$ cat config.mk
export PLATFORM = sky130hd
export DESIGN_NAME = bco_seq
export DESIGN_NICKNAME = d
export VERILOG_FILES = /design/src/rtl/bco_pkg.sv /design/src/rtl/bco_ctrl.sv /design/src/rtl/bco_order.sv /design/src/rtl/bco_seq.sv
export SDC_FILE = /design/constraint.sdc
export NUM_CORES = 1
export LEC_CHECK = 0
export ABC_AREA = 0
export BUFFER_PORTS_ARGS = -buffer_cell sky130_fd_sc_hd__buf_2
export CORE_MARGIN = 2
export CORE_UTILIZATION = 30
export DETAILED_ROUTE_END_ITERATION = 16
export HOLD_SLACK_MARGIN = 0.15
export PLACE_DENSITY = 0.51
export SYNTH_ARGS = -nofsm -noshare
export SYNTH_HDL_FRONTEND = slang
export SYNTH_SLANG_ARGS = --single-unit
$ cat constraint.sdc
create_clock -name clk -period 1.83 [get_ports clk]
set_clock_uncertainty 0.1 [all_clocks]
set_input_delay 0.0915 -clock clk [delete_from_list [all_inputs] [get_ports clk]]
set_output_delay 0.0915 -clock clk [all_outputs]
set_load 0.01 [all_outputs]
$ cat src/rtl/bco_pkg.sv
package bco_pkg;
  typedef enum logic {
    ORD_SEQ   = 1'b0,
    ORD_INTLV = 1'b1
  } order_e;

  typedef struct packed {
    order_e ord;
    logic   chop;
    logic   rd;
  } burst_mode_t;
endpackage

$ cat src/rtl/bco_ctrl.sv
module bco_ctrl #(
  parameter int BURST_LEN = 8,
  localparam int BW = $clog2(BURST_LEN)
) (
  input  logic          clk,
  input  logic          rst,
  input  logic          start_i,
  output logic          busy_q,
  output logic          accept,
  output logic          nxt_active,
  output logic [BW-1:0] nxt_beat
);
  localparam logic [BW-1:0] LAST = BW'(BURST_LEN - 1);

  logic [BW-1:0] beat_q;

  assign accept     = start_i && !busy_q;
  assign nxt_active = accept || (busy_q && (beat_q != LAST));
  assign nxt_beat   = accept ? '0 : beat_q + BW'(1);

  always_ff @(posedge clk) begin
    if (rst) begin
      busy_q <= 1'b0;
      beat_q <= '0;
    end else if (accept) begin
      busy_q <= 1'b1;
      beat_q <= '0;
    end else if (busy_q) begin
      if (beat_q == LAST) begin
        busy_q <= 1'b0;
        beat_q <= '0;
      end else begin
        beat_q <= beat_q + BW'(1);
      end
    end
  end
endmodule

$ cat src/rtl/bco_order.sv
module bco_order
  import bco_pkg::*;
#(
  parameter int OFS_W = 3
) (
  input  logic [OFS_W-1:0] start,
  input  burst_mode_t      mode,
  input  logic [OFS_W-1:0] beat,
  output logic [OFS_W-1:0] offset,
  output logic             valid
);
  localparam int LW = OFS_W - 1;

  logic [OFS_W-1:0] seq_off, int_off, rd_off, wr_off, raw_off;
  logic [LW-1:0]    low_sum;

  // rotation wraps within one half; the half bit flips with the beat MSB
  assign low_sum = start[LW-1:0] + beat[LW-1:0];
  assign seq_off = {start[OFS_W-1] ^ beat[OFS_W-1], low_sum};
  assign int_off = start ^ beat;
  assign rd_off  = (mode.ord == ORD_INTLV) ? int_off : seq_off;
  // writes: chop keeps only the half select, full length is always linear
  assign wr_off  = mode.chop ? {start[OFS_W-1], beat[LW-1:0]} : beat;
  assign raw_off = mode.rd ? rd_off : wr_off;

  assign valid  = !(mode.chop && beat[OFS_W-1]);
  assign offset = valid ? raw_off : '0;
endmodule

$ cat src/rtl/bco_seq.sv
module bco_seq
  import bco_pkg::*;
#(
  parameter int BURST_LEN = 8,
  localparam int OFS_W = $clog2(BURST_LEN)
) (
  input  logic             clk,
  input  logic             rst,
  input  logic             start_i,
  input  logic [OFS_W-1:0] col_lo_i,
  input  logic             interleave_i,
  input  logic             chop_i,
  input  logic             is_read_i,
  output logic             busy_o,
  output logic [OFS_W-1:0] beat_off_o,
  output logic             beat_valid_o,
  output logic             beat_drive_o
);
  logic             accept, nxt_active;
  logic [OFS_W-1:0] nxt_beat;
  logic [OFS_W-1:0] start_q, start_n;
  burst_mode_t      mode_q, mode_n, mode_in;
  logic [OFS_W-1:0] ord_off;
  logic             ord_valid;

  bco_ctrl #(.BURST_LEN(BURST_LEN)) u_ctrl (
    .clk       (clk),
    .rst       (rst),
    .start_i   (start_i),
    .busy_q    (busy_o),
    .accept    (accept),
    .nxt_active(nxt_active),
    .nxt_beat  (nxt_beat)
  );

  always_comb begin
    mode_in.ord  = interleave_i ? ORD_INTLV : ORD_SEQ;
    mode_in.chop = chop_i;
    mode_in.rd   = is_read_i;
  end

  assign mode_n  = accept ? mode_in  : mode_q;
  assign start_n = accept ? col_lo_i : start_q;

  always_ff @(posedge clk) begin
    if (rst) begin
      start_q <= '0;
      mode_q  <= '{ord: ORD_SEQ, chop: 1'b0, rd: 1'b0};
    end else if (accept) begin
      start_q <= col_lo_i;
      mode_q  <= mode_in;
    end
  end

  bco_order #(.OFS_W(OFS_W)) u_order (
    .start (start_n),
    .mode  (mode_n),
    .beat  (nxt_beat),
    .offset(ord_off),
    .valid (ord_valid)
  );

  always_ff @(posedge clk) begin
    if (rst || !nxt_active) begin
      beat_off_o   <= '0;
      beat_valid_o <= 1'b0;
      beat_drive_o <= 1'b0;
    end else begin
      beat_off_o   <= ord_off;
      beat_valid_o <= ord_valid;
      beat_drive_o <= ord_valid;
    end
  end
endmodule

* After elaboration in Yosys (flattened, before gate mapping)
Index checks and enable logic that the tools add are counted.
Cells by class: bitwise logic cells 2, add/sub/neg operators 2, equal/unequal tests 2, reduce and logical (&&, ||, !) cells 10, multiplexer cells 11
Operator list (count):
- $mux 3 | 7
- $mux 1 | 4
- $reduce_or 2->1 | 2
- $add 3x1->3 const B | 1
- $eq 3x3->1 const B | 1
- $logic_and 1x1->1 | 3
- $logic_not 1->1 | 3
- $ne 3x3->1 const B | 1
- $xor 3x3->3 | 1
- $add 2x2->2 | 1
- $logic_or 1x1->1 | 2
- $xor 1x1->1 | 1
Word-level totals: word-level logic and storage cells 35, input bits 9, output and inout port bits 6, register bits after elaboration 14

* Longest topological paths before layout
word-level depth 6, depth in mapped cells 9, mapped depth without buffers 8

* By module
A second synthesis with hierarchy kept.
Unflattened totals: cells, all modules 69, area total of the unflattened synthesis 713.2 sq um
By module, submodules not included:
- bco_seq | instances 1, area an instance 377.9 sq um, sequential area each 200.2 sq um, cells an instance 29
- bco_ctrl | instances 1, area an instance 232.7 sq um, sequential area each 80.1 sq um, cells an instance 25
- bco_order | instances 1, area an instance 102.6 sq um, sequential area each 0.0 sq um, cells an instance 15

* Least setup slack after synthesis
No wires, ideal clock.
path type reg2reg, from reg u_ctrl.busy_q, to reg beat_off_o[1], stages on the path, launching flop included 10, buffers on the path 1, data required time 1.658 ns, clock period less this slack 1.621 ns, slack 0.209 ns, data arrival time 1.450 ns, setup time 0.072 ns, cell sequence dfxtp_1 -> nand2b_1 -> buf_6 -> nand2_1 -> nand2_1 -> ha_1 -> o211ai_1 -> xor2_1 -> nand2_1 -> mux2i_1
On the way: cells in the longest elaborated chain, start to end 6, elaborated cells on any way between the ends 16, classes of those cells 1 x add/sub; 6 x mux; 1 x bitwise; 8 x reduce/logical
RTL lines:
- start: declaration | RTL line bco_ctrl.sv:8 | output logic busy_q,
- start signal: assignment | RTL line bco_ctrl.sv:23 | busy_q <= 1'b0;
- start signal: assignment | RTL line bco_ctrl.sv:26 | busy_q <= 1'b1;
- start signal: assignment | RTL line bco_ctrl.sv:30 | busy_q <= 1'b0;
- $logic_not 1->1 | RTL line bco_ctrl.sv:17 | assign accept = start_i && !busy_q;
- $logic_and 1x1->1 | RTL line bco_ctrl.sv:17
- $mux 3
- net start_n[0] | RTL line bco_seq.sv:21 | logic [OFS_W-1:0] start_q, start_n;
- $add 2x2->2 | RTL line bco_order.sv:18 | assign low_sum = start[LW-1:0] + beat[LW-1:0];
- $mux 3 | RTL line bco_order.sv:21 | assign rd_off = (mode.ord == ORD_INTLV) ? int_off : seq_off;
- $mux 3 | RTL line bco_order.sv:24 | assign raw_off = mode.rd ? rd_off : wr_off;
- end signal: assignment | RTL line bco_seq.sv:69 | beat_off_o <= ord_off;
- end: declaration | RTL line bco_seq.sv:15 | output logic [OFS_W-1:0] beat_off_o,
The timed path passes the listed nets, and every way through them passes these cells. A chain may end at the register's enable or synchronous reset.

* Worst setup path after layout
from reg u_ctrl.busy_q, to reg start_q[1]
On the way: cells in the longest elaborated chain, start to end 3
RTL lines:
- $logic_not 1->1 | RTL line bco_ctrl.sv:17
- $logic_and 1x1->1 | RTL line bco_ctrl.sv:17
- $mux 3
- end signal: assignment | RTL line bco_seq.sv:50 | start_q <= col_lo_i;
- end: declaration | RTL line bco_seq.sv:21
Every way passes these cells.

==> run_results.csv <==
group,metric,value,unit
yosys,synth_top_family_by_area,"simple AND/OR/NAND/NOR gates",
cts,cts_inserted_buffers,3,
yosys,synthMuxAreaShare,3.72,%
timing,worst_pin_slew,290,ps
critical_path,startpoint_type,"flop",
yosys,synth_top_flop_cell,"dfxtp_1",
cts,ctsRootBufferMaster,"clkbuf_4",
yosys,synth_nets,89,
power,ir_drop,316,uV
finish,n_fill_cell,194,
drt,drt_wl_total,1410,um
yosys,synthSimpleGateAreaFrac,26.4,%
critical_path,path_max_fanout,10,
yosys,synthCells,77,
timing,hold_violations,0,
grt,grtUsageTotal,12.9,%
cts,cts_max_level,1,
yosys,synthXorXnorAreaFrac,1.37,%
placement,port_buffers,14,
hold_path,hold_class,"primary input to flop",
yosys,yosysUniqueCellTypes,24,
drt,avgViaCountPerCell,4.46,
yosys,yosysMostFrequentCell,"nand2_1",
drt,top_layer_used,"met4",
timing,drv_slew,0,
die,num_io_pins,15,
drt,m1WireLength,714,um
yosys,synth_top_cell_by_area,"dfxtp_1",
yosys,syn_area_per_cell,8.30,um2
power,p_per_area,747,nW/um2
drt,dr.first_iter.drc_count,15,
drt,wl_per_cell,10.4,um
placement,place_area,746,um2
timing,fmax,584,MHz
timing,max_slew_margin,80.6,%
finish,drive_above_1_share,22.9,%
yosys,synth_common_cells,"nand2_1 (16), dfxtp_1 (14), a21oi_1 (10)",
timing,rsz0062_at_grt,"no",
critical_path,cp.required,1900,ps
cts,cts.clk_slew.worst_paths,90,ps
timing,setup_tns,0,ps
power,leakagePower,0.418,nW
yosys,yosysTopAreaCellShare,43.8,%
finish,area_growth,44.6,%
die,fp.dieArea,2520,um2
yosys,mappedNetlistArea,639,um2
die,core_area,1980,um2
die,fp.dieH,50.2,um
critical_path,crit_arrival,1780,ps
grt,grt_antenna_before_repair,0,
yosys,synth-adder-area-share,5.87,%
timing,fin_crit,1710,ps
drt,detail_route.first_pass.iterations,3,
cts,post_cts_buffers,0,
die,num_rows,16,
run_status,status,"finished clean",
grt,grt_pass1_wl,2480,um
cts,insertion_delay,280,ps
yosys,synth-compound-area-share,13.9,%
placement,gp_congestion,0.783,
yosys,synth_seq_cells,14,
finish,nets,122,
yosys,synth_edf_count,0,
critical_path,cp-end-kind,"flop",
yosys,ys_warn_count,0,
finish,diodes,0,
drt,drc,0,
yosys,yosys-top-cells-area,"dfxtp_1 (44%), nand2_1 (9.4%), a21oi_1 (7.8%)",
drt,met2_wirelength,645,um
drt,wl_met3,38,um
grt,grt_max_degree,13,
flow_run,max-cap-violations,0,
yosys,ys_seq_area_share,43.8,%
placement,dp_hpwl,989,um
drt,via_count,606,
cts,cts.sinks,14,
cts,cts_tree,"done",
yosys,async_flop_share,0,%
grt,grt_pass1_vias,563,
drt,antenna_left,0,
cts,cts_buffer_depth,2,
timing,post-route-period-util,93.6,%
timing,finalSetupViolations,0,
die,start_util,32.3,%
finish,stdcell_area,925,um2
critical_path,criticalPathCategory,"flop to flop",
grt,overflow,0,
die,fp.dieW,50.2,um
[flip-flops by register name, summed over array words and instances, names as in the netlist]
name and count:
mode_q 3, start_q 3, u_ctrl.busy_q 1, beat_off_o 3
u_ctrl.beat_q 3, beat_drive_o 1
[worst paths after layout]
check | startpoint | endpoint | slack, ps | cells past startpoint
setup / recovery | u_ctrl.busy_q | start_q[1] | 120 | 4
hold / removal | start_i | mode_q[2] | 300 | 5
setup reg to reg | u_ctrl.busy_q | start_q[1] | 120 | 4
hold reg to reg | mode_q[2] | mode_q[2] | 370 | 2
[layout make-up]
cell class	instances	area (um2)	area share (%)
well taps	27	33.8	3.65
multi-input cells	58	328	35.5
repair buffers	32	240	26.0
flip-flops and latches	14	283	30.6
clock buffers	4	36.3	3.92
inverters	1	3.75	0.406
[metal layers]
metal	track usage (%)	vias to the layer above
met5	0	-
met4	5.56	0
met3	2.68	2
met2	19.5	7
met1	17.8	273
li1	-	324
[kinds of logic (layout without fill, tap and decap cells)]
group                    after synthesis  count (layout)
buffers and inverters                  5              37
adder cells (fa/ha/maj)                3               3
AO/OA/AOI/OAI                         15              15
flip-flops                            14              14
XOR/XNOR                               1               1
AND/OR/NAND/NOR                       37              37
multiplexers                           2               2
[where the power goes]
group / total (mW) / internal, mW / switching, mW
registers: 0.335 / 0.323 / 0.0121
logic: 0.130 / 0.0683 / 0.0613
clock network: 0.226 / 0.121 / 0.105
[worst max-delay path, cell delays in order, from the launching register on]
cell	delay, ps
dfxtp_2	410
nand2b_1	220
mux2i_2	270
nor2_1	60
dlygate4sd3_1	550
[metrics by stage]
stage	util, %	hold slack (ps)	std cells	power (mW)	setup WS, ps
after CTS	46.5	298	136	0.691	35.3
after detailed placement	37.6	267	118	0.446	174
after global placement	37.6	257	118	0.446	236
after global routing	46.7	345	136	0.733	6.52
after floorplan	-	63.1	77	0.412	209
final	46.7	295	136	0.691	117
[cells in the final DEF, fill, tap and decap left out, drive strengths merged, types with 3 or more instances in the layout]
| cell | n |
|---|---|
| ha | 3 |
| dfxtp | 14 |
| nand2 | 16 |
| nor2b | 3 |
| nor2 | 9 |
| dlygate4sd3 | 14 |
| clkbuf | 4 |
| buf | 18 |
| a21oi | 10 |
[what timing repair did]
action	4_1_cts	5_1_grt
hold endpoints to repair	14	1
endpoints found under the setup margin	0	4
resized for setup	0	2
hold buffers	14	1
Note: power is estimated with default switching activity, not from simulation.
